<file path="config.mk">
export PLATFORM = sky130hd
export DESIGN_NAME = nested_irq_ctrl
export DESIGN_NICKNAME = d
export VERILOG_FILES = /design/src/rtl/nic_pkg.sv /design/src/rtl/nic_req_latch.sv /design/src/rtl/nic_prio_pick.sv /design/src/rtl/nic_isr_track.sv /design/src/rtl/nested_irq_ctrl.sv
export SDC_FILE = /design/constraint.sdc
export NUM_CORES = 1
export LEC_CHECK = 0
export ABC_CLOCK_PERIOD_IN_PS = 3100
export BUFFER_PORTS_ARGS = -buffer_cell sky130_fd_sc_hd__buf_4
export CAP_MARGIN = 10
export CORE_MARGIN = 4
export CORE_UTILIZATION = 50
export DETAILED_ROUTE_END_ITERATION = 8
export PLACE_DENSITY = 0.75
export RECOVER_POWER = 100
export SLEW_MARGIN = 20
export SYNTH_ARGS = -nofsm -noshare
export SYNTH_HDL_FRONTEND = slang
export SYNTH_SLANG_ARGS = --single-unit
</file>
<file path="constraint.sdc">
create_clock -name clk -period 3.1 [get_ports clk]
set_input_delay 0.31 -clock clk [delete_from_list [all_inputs] [get_ports clk]]
set_output_delay 0.31 -clock clk [all_outputs]
set_load 0.1 [all_outputs]
</file>
<file path="src/rtl/nic_pkg.sv">
package nic_pkg;
  // shift between a vector code and its service-table byte address
  localparam int unsigned TBL_SHIFT = 2;

  // encoded in-service command for the stack tracker
  typedef struct packed {
    logic push;   // a grant is taken this cycle
    logic pop;    // end-of-service this cycle
  } isr_cmd_t;
endpackage

</file>
<file path="src/rtl/nic_req_latch.sv">
module nic_req_latch #(
  parameter int unsigned N_LINES = 8
) (
  input  logic               clk,
  input  logic               rst_n,
  input  logic [N_LINES-1:0] req_in,
  input  logic [N_LINES-1:0] clr_oh,
  output logic [N_LINES-1:0] lat_q
);
  logic [N_LINES-1:0] prev_q;
  logic [N_LINES-1:0] lat_d;
  logic [N_LINES-1:0] rise;

  always_comb begin
    rise  = req_in & ~prev_q;
    // a fresh edge wins over a clear in the same cycle
    lat_d = (lat_q & ~clr_oh) | rise;
  end

  always_ff @(posedge clk or negedge rst_n) begin
    if (!rst_n) begin
      prev_q <= '0;
      lat_q  <= '0;
    end else begin
      prev_q <= req_in;
      lat_q  <= lat_d;
    end
  end
endmodule

</file>
<file path="src/rtl/nic_prio_pick.sv">
module nic_prio_pick #(
  parameter int unsigned N_LINES = 8,
  localparam int unsigned IW = (N_LINES > 1) ? $clog2(N_LINES) : 1
) (
  input  logic [N_LINES-1:0] vec_in,
  output logic               any,
  output logic [IW-1:0]      idx,
  output logic [N_LINES-1:0] first_oh
);
  always_comb begin
    idx = '0;
    for (int i = N_LINES - 1; i >= 0; i--) begin
      if (vec_in[i]) idx = IW'(i);
    end
    any      = |vec_in;
    first_oh = vec_in & (~vec_in + N_LINES'(1));
  end
endmodule

</file>
<file path="src/rtl/nic_isr_track.sv">
module nic_isr_track
  import nic_pkg::*;
#(
  parameter int unsigned N_LINES = 8
) (
  input  logic               clk,
  input  logic               rst_n,
  input  isr_cmd_t           cmd,
  input  logic [N_LINES-1:0] push_oh,
  input  logic [N_LINES-1:0] top_oh,
  output logic [N_LINES-1:0] isr_q
);
  logic [N_LINES-1:0] isr_d;
  logic               isr_en;

  always_comb begin
    isr_en = cmd.push | cmd.pop;
    isr_d  = isr_q;
    if (cmd.pop)  isr_d = isr_d & ~top_oh;
    if (cmd.push) isr_d = isr_d | push_oh;
  end

  always_ff @(posedge clk or negedge rst_n) begin
    if (!rst_n)      isr_q <= '0;
    else if (isr_en) isr_q <= isr_d;
  end
endmodule

</file>
<file path="src/rtl/nested_irq_ctrl.sv">
module nested_irq_ctrl
  import nic_pkg::*;
#(
  parameter int unsigned N_LINES = 8,
  parameter int unsigned VEC_W   = 8,
  localparam int unsigned IW     = (N_LINES > 1) ? $clog2(N_LINES) : 1,
  localparam int unsigned ADDR_W = VEC_W + TBL_SHIFT
) (
  input  logic               clk,
  input  logic               rst_n,
  input  logic [N_LINES-1:0] irq_req,
  input  logic               mask_we,
  input  logic [N_LINES-1:0] mask_wdata,
  input  logic               base_we,
  input  logic [VEC_W-1:0]   base_wdata,
  input  logic               inta,
  input  logic               eoi,
  output logic               cpu_int,
  output logic [VEC_W-1:0]   vec_out,
  output logic               vec_valid,
  output logic [ADDR_W-1:0]  svc_addr
);
  logic [N_LINES-1:0] lat_q;
  logic [N_LINES-1:0] mask_q;
  logic [VEC_W-1:0]   base_q;
  logic [VEC_W-1:0]   vec_q, vec_d;
  logic               vv_q;
  logic [N_LINES-1:0] isr_q;
  logic [N_LINES-1:0] pend;
  logic               req_any, isr_any;
  logic [IW-1:0]      req_idx, isr_idx;
  logic [N_LINES-1:0] req_oh, isr_oh;
  logic               int_w, grant;
  logic [N_LINES-1:0] grant_oh;
  isr_cmd_t           cmd;

  nic_req_latch #(.N_LINES(N_LINES)) u_lat (
    .clk(clk), .rst_n(rst_n), .req_in(irq_req), .clr_oh(grant_oh), .lat_q(lat_q)
  );

  assign pend = lat_q & mask_q;

  nic_prio_pick #(.N_LINES(N_LINES)) u_pick_req (
    .vec_in(pend), .any(req_any), .idx(req_idx), .first_oh(req_oh)
  );

  nic_prio_pick #(.N_LINES(N_LINES)) u_pick_isr (
    .vec_in(isr_q), .any(isr_any), .idx(isr_idx), .first_oh(isr_oh)
  );

  always_comb begin
    int_w    = req_any && (!isr_any || (req_idx < isr_idx));
    grant    = inta && int_w;
    grant_oh = grant ? req_oh : '0;
    cmd.push = grant;
    cmd.pop  = eoi;
    vec_d    = grant ? (base_q + VEC_W'(req_idx)) : vec_q;
  end

  nic_isr_track #(.N_LINES(N_LINES)) u_isr (
    .clk(clk), .rst_n(rst_n), .cmd(cmd), .push_oh(grant_oh),
    .top_oh(isr_oh), .isr_q(isr_q)
  );

  always_ff @(posedge clk or negedge rst_n) begin
    if (!rst_n) begin
      mask_q <= '0;
      base_q <= '0;
      vec_q  <= '0;
      vv_q   <= 1'b0;
    end else begin
      if (mask_we) mask_q <= mask_wdata;
      if (base_we) base_q <= base_wdata;
      if (grant)   vec_q  <= vec_d;
      vv_q <= grant;
    end
  end

  assign cpu_int   = int_w;
  assign vec_out   = vec_q;
  assign vec_valid = vv_q;
  assign svc_addr  = {vec_q, {TBL_SHIFT{1'b0}}};
endmodule

</file>
== Yosys cells after proc, flatten, opt, wreduce, memory -nomap -nowiden ==
Index checks and enable logic that the tools add are counted.

* Word-level logic and storage cells: 50
* Bits of input ports: 30
* Output and inout bits: 20
* Flip-flop bits (word level): 49

* Reductions and logical operators: 6
* Add/subtract/negate cells: 3
* Order comparisons: 1
* Mux-type cells: 19
* Bitwise gates (word level): 14

{| class="wikitable"
|+ Operators with widths
! operator !! count
|-
| $and A8 B8 Y8 || 6
|-
| $mux W3 || 16
|-
| $not A8 Y8 || 5
|-
| $mux W8 || 3
|-
| $add A8 B1 Y8 const B || 2
|-
| $or A8 B8 Y8 || 2
|-
| $reduce_or A8 Y1 || 2
|-
| $add A8 B3 Y8 || 1
|-
| $lt A3 B3 Y1 || 1
|-
| $logic_and A1 B1 Y1 || 2
|-
| $logic_not A1 Y1 || 1
|-
| $logic_or A1 B1 Y1 || 1
|-
| $or A1 B1 Y1 || 1
|}

== Depth between registers and ports, before layout ==
* Depth after elaboration: 17
* Depth in mapped cells: 11
* Mapped depth without buffers: 11

== Hierarchy ==
From an unflattened synthesis, not the netlist that was laid out.

* Cells, all modules: 227
* Area, all modules: 2516.2 um^2

{| class="wikitable"
|+ Modules (own cells, without submodules)
! module !! times used !! cells each !! area an instance (um^2) !! sequential area each (um^2)
|-
| nested_irq_ctrl || 1 || 115 || 1358.8 || 625.6
|-
| nic_req_latch || 1 || 40 || 560.5 || 400.4
|-
| nic_isr_track || 1 || 26 || 319.1 || 200.2
|-
| nic_prio_pick || 2 || 23 || 138.9 || 0.0
|}

== Least setup slack after synthesis ==
OpenSTA, ideal clock, no wires.

* Path kind: register to output
* Start: register u_lat.lat_q[5]
* End: output port cpu_int
* Buffers on the path: 0
* Arrival: 2.640 ns
* Stages on the path, launching flop included: 8
* Data required time: 2.790 ns
* Path slack: 0.150 ns
* Path through: dfrtp_1 a222oi_1 and2_1 nor2_1 ha_1 a21boi_0 o32ai_4 o21a_1

* Word-level cells in the longest chain between the ends: 10

{| class="wikitable"
|+ Ends and longest elaborated chain
! what !! RTL line !! RTL
|-
| start, declared || nic_req_latch.sv:8 || <nowiki>output logic [N_LINES-1:0] lat_q</nowiki>
|-
| start signal, assigned || nic_req_latch.sv:26 || <nowiki>lat_q <= lat_d;</nowiki>
|-
| $and A8 B8 Y8 (*) || nested_irq_ctrl.sv:41 || <nowiki>assign pend = lat_q & mask_q;</nowiki>
|-
| $mux W3 (6 in a row) || nic_prio_pick.sv:13 || <nowiki>if (vec_in[i]) idx = IW'(i);</nowiki>
|-
| $lt A3 B3 Y1 || nested_irq_ctrl.sv:52 || <nowiki>int_w = req_any && (!isr_any || (req_idx < isr_idx));</nowiki>
|-
| $logic_or A1 B1 Y1 || nested_irq_ctrl.sv:52 ||
|-
| $logic_and A1 B1 Y1 (*) || nested_irq_ctrl.sv:52 ||
|-
| end, declared || nested_irq_ctrl.sv:18 || <nowiki>output logic cpu_int,</nowiki>
|}

Every way passes the cells marked *; elsewhere a longest branch is shown, timed or not.

== Worst setup path after layout ==
* Start: register mask_q[5]
* End: output port cpu_int

* Word-level cells in the longest chain between the ends: 10

{| class="wikitable"
|+ Ends and longest elaborated chain
! what !! RTL line !! RTL
|-
| start, declared || nested_irq_ctrl.sv:24 || <nowiki>logic [N_LINES-1:0] mask_q;</nowiki>
|-
| start signal, assigned || nested_irq_ctrl.sv:72 || <nowiki>if (mask_we) mask_q <= mask_wdata;</nowiki>
|-
| $and A8 B8 Y8 (*) || nested_irq_ctrl.sv:41 ||
|-
| $mux W3 (6 in a row) || nic_prio_pick.sv:13 ||
|-
| $lt A3 B3 Y1 || nested_irq_ctrl.sv:52 ||
|-
| $logic_or A1 B1 Y1 || nested_irq_ctrl.sv:52 ||
|-
| $logic_and A1 B1 Y1 (*) || nested_irq_ctrl.sv:52 ||
|}

Marked as above.

==> reports/summary.txt <==
Max-slew violations -> 50
DPL Wire Length -> 3760 um
Sink Count -> 49
FF/Latch Area -> 1230 sq um
Most frequent cells in the layout -> dfrtp_1, clkbuf_1, buf_4, mux2_2, nand2_1
CP max stage delay -> 0.44 ns
Worst endpoint required time -> 2.79 ns
Fmax achieved -> 335 MHz
Worst reg2reg startpoint -> mask_q[5]
Synth async-reset ratio -> 100%
Final Cycle Share -> 96.2%
Synthesized area -> 2510 sq um
Die Y -> 78.8 um
Initial antenna violation count -> 0
Clock Tree Buf Depth -> 2
Die W -> 78.8 um
Core area -> 4790 sq um
Pin count of the biggest net entering global routing -> 50
Area delta synth->final -> 15.3%
Clock slew seen by the registers of the worst setup and hold paths -> 0.08 ns
Drt pass-1 iters -> 5
Worst slew margin -> -67.8%
Die ar. -> 6210 sq um
HP Class -> primary input to register
Post-synth EDFFs -> 0
Final Core Density -> 60.4%
H-tree levels -> 2
Final net count -> 299
IO Count -> 50
Number of DRC markers in iteration 0 -> 110
Post-synth cell types -> 56
Hold Vio Cnt, Final -> 0
Syn. warnings -> 0
Sequential fraction of the synthesis area -> 48.9%
Most used DFF post-synth -> dfrtp_1
DRC -> 0
Port Buffers -> 47
Tightest Pin Transition -> 2.52 ns
WS Path Type -> register to output pin
Crit. End Element -> output pin
Failing checks -> capacitance limit, slew limit
Worst setup path start -> mask_q[5]
Setup-failing EPs final -> 0
WP data arrival -> 2.67 ns
Starting Density -> 52.4%
Layout cell share with drive strength beyond 1 -> 26.3%
CTS root buf -> clkbuf_8
Multi-input gate area -> 1140 sq um
Crit path cell chain -> a222oi_1, buf_4, and2_1, nor2_1, ha_1, and3_1, o32ai_4, o21a_1, buf_8
Final instance area -> 2890 sq um
Setup Skew -> 0.00507 ns
Filler cells -> 438
Placed inst area -> 2860 sq um
CTS tree -> done
Most common cell after layout, fill and taps aside -> dfrtp_1
GPL Wtd Cong -> 0.906
Startpoint Class -> register
Total CTS buffers -> 5
Routed wire length -> 4950 um
Global route total overflow -> 0
Vias in the first global route -> 1704
Wire per inst -> 14.9 um
Final ANT Viol Nets -> 0
Worst-skew pair later-pin latency -> 0.30 ns
CP Max Fanout -> 4
Via/cell ratio -> 5.55
DR vias -> 1847
Origin of the worst min-delay path -> irq_req[5]
Crit-path slowest cell -> dfrtp_1
Synthesized flop and latch total -> 49
N_diodes -> 0
Status -> finished, violations left
First-pass GRT wire length -> 8280 um
GR Util All Layers -> 16.9%
Synthesized instance count -> 219
Syn Area/Cell -> 11.5 sq um
Num rows -> 25
Minimum clock period -> 2.98 ns
Max-cap viol count -> 1
==> metal layers <==
layer  routed length [um]  track usage (%)  up-vias
met5                    0                0        -
met4                   56             4.12        0
met2                 2310             25.7       52
met3                  232             3.85        7
met1                 2340             24.6      895
li1                     -                -      893
==> cell usage after synthesis, types with 2 or more instances <==
master | number | area [sq um]
xnor2_1 | 5 | 43.8
nand3_1 | 5 | 25.0
nand4_1 | 3 | 18.8
a21boi_0 | 4 | 30.0
buf_4 | 10 | 75.1
dfrtp_1 | 49 | 1230
nor2b_1 | 3 | 18.8
o22ai_1 | 2 | 12.5
a31oi_1 | 4 | 25.0
and3_1 | 2 | 12.5
nor2_1 | 8 | 30.0
ha_1 | 4 | 50.1
a21oi_1 | 8 | 40.0
nand2_1 | 18 | 67.6
nand2b_1 | 3 | 18.8
mux2_2 | 22 | 248
mux2_4 | 2 | 30.0
a41oi_1 | 2 | 17.5
clkbuf_1 | 3 | 11.3
inv_1 | 9 | 33.8
a22o_1 | 5 | 43.8
o21ai_0 | 9 | 45.0
o31ai_1 | 6 | 45.0
==> cells by family after synthesis <==
group	after synthesis	share of synthesized area, %
AND/OR/NAND/NOR	54	11.3
other	1	0.149
XOR/XNOR	5	1.75
flip-flops	49	48.9
adder cells (fa/ha/maj)	4	2.00
multiplexers	24	11.1
AO/OA/AOI/OAI	58	19.0
buffers and inverters	24	5.94
==> state kept, by name (all words and copies together), names as in the netlist <==
signal / cells
base_q: 8
mask_q: 8
u_isr.isr_q: 8
u_lat.lat_q: 8
u_lat.prev_q: 8
vec_out: 8
vec_valid: 1
==> final cells by class <==
cell class                      instances  area share, %
Tap cell                               67           2.90
Clock inverter                          2          0.476
Multi-Input combinational cell        147           39.4
Inverter                               10           1.47
Timing Repair Buffer                   52           10.5
Sequential cell                        49           42.4
Clock buffer                            6           2.86
==> worst max-delay path, delay by kind of cell, from the launching register on <==
| kind | cells | cell delay [ns] |
|---|---|---|
| buffers and inverters | 2 | 0.38 |
| DFF | 1 | 0.44 |
| and+or+nand+nor | 3 | 0.40 |
| adders and majority gates | 1 | 0.31 |
| AOI/OAI and AO/OA | 3 | 0.85 |
==> metrics by stage <==
stage	setup TNS (ns)	cells	hold WS, ns	setup slack [ns]
6_report	0	333	0.145	0.118
5_1_grt	-0.00173	333	0.129	-0.00173
4_1_cts	0	331	0.0376	0.00696
3_5_place_dp	0	322	0.363	0.261
3_3_place_gp	0	322	0.363	0.366
2_1_floorplan	0	220	0.0144	0.150
==> worst paths after layout <==
kind / to / slack (ns) / cells past startpoint
max in group asynchronous: u_isr.isr_q[7] / 0.89 / 1
worst max-delay path: cpu_int / 0.12 / 9
worst min register to register: vec_out[6] / 0.52 / 1
min in group asynchronous: mask_q[6] / 0.79 / 1
worst max register to register: u_lat.lat_q[0] / 0.24 / 11
worst min-delay path: u_lat.prev_q[5] / 0.14 / 1
==> repair_timing <==
action | 4_1_cts | 5_1_grt
setup buffers | 1 | 2
endpoints found under the setup margin | 1 | 1
pin swaps | 1 | 1
hold buffers | 0 | 0
resized for setup | 0 | 3
Power is not shown: default switching activity piles up to over one toggle a cycle in this logic, so the estimate is an artifact.
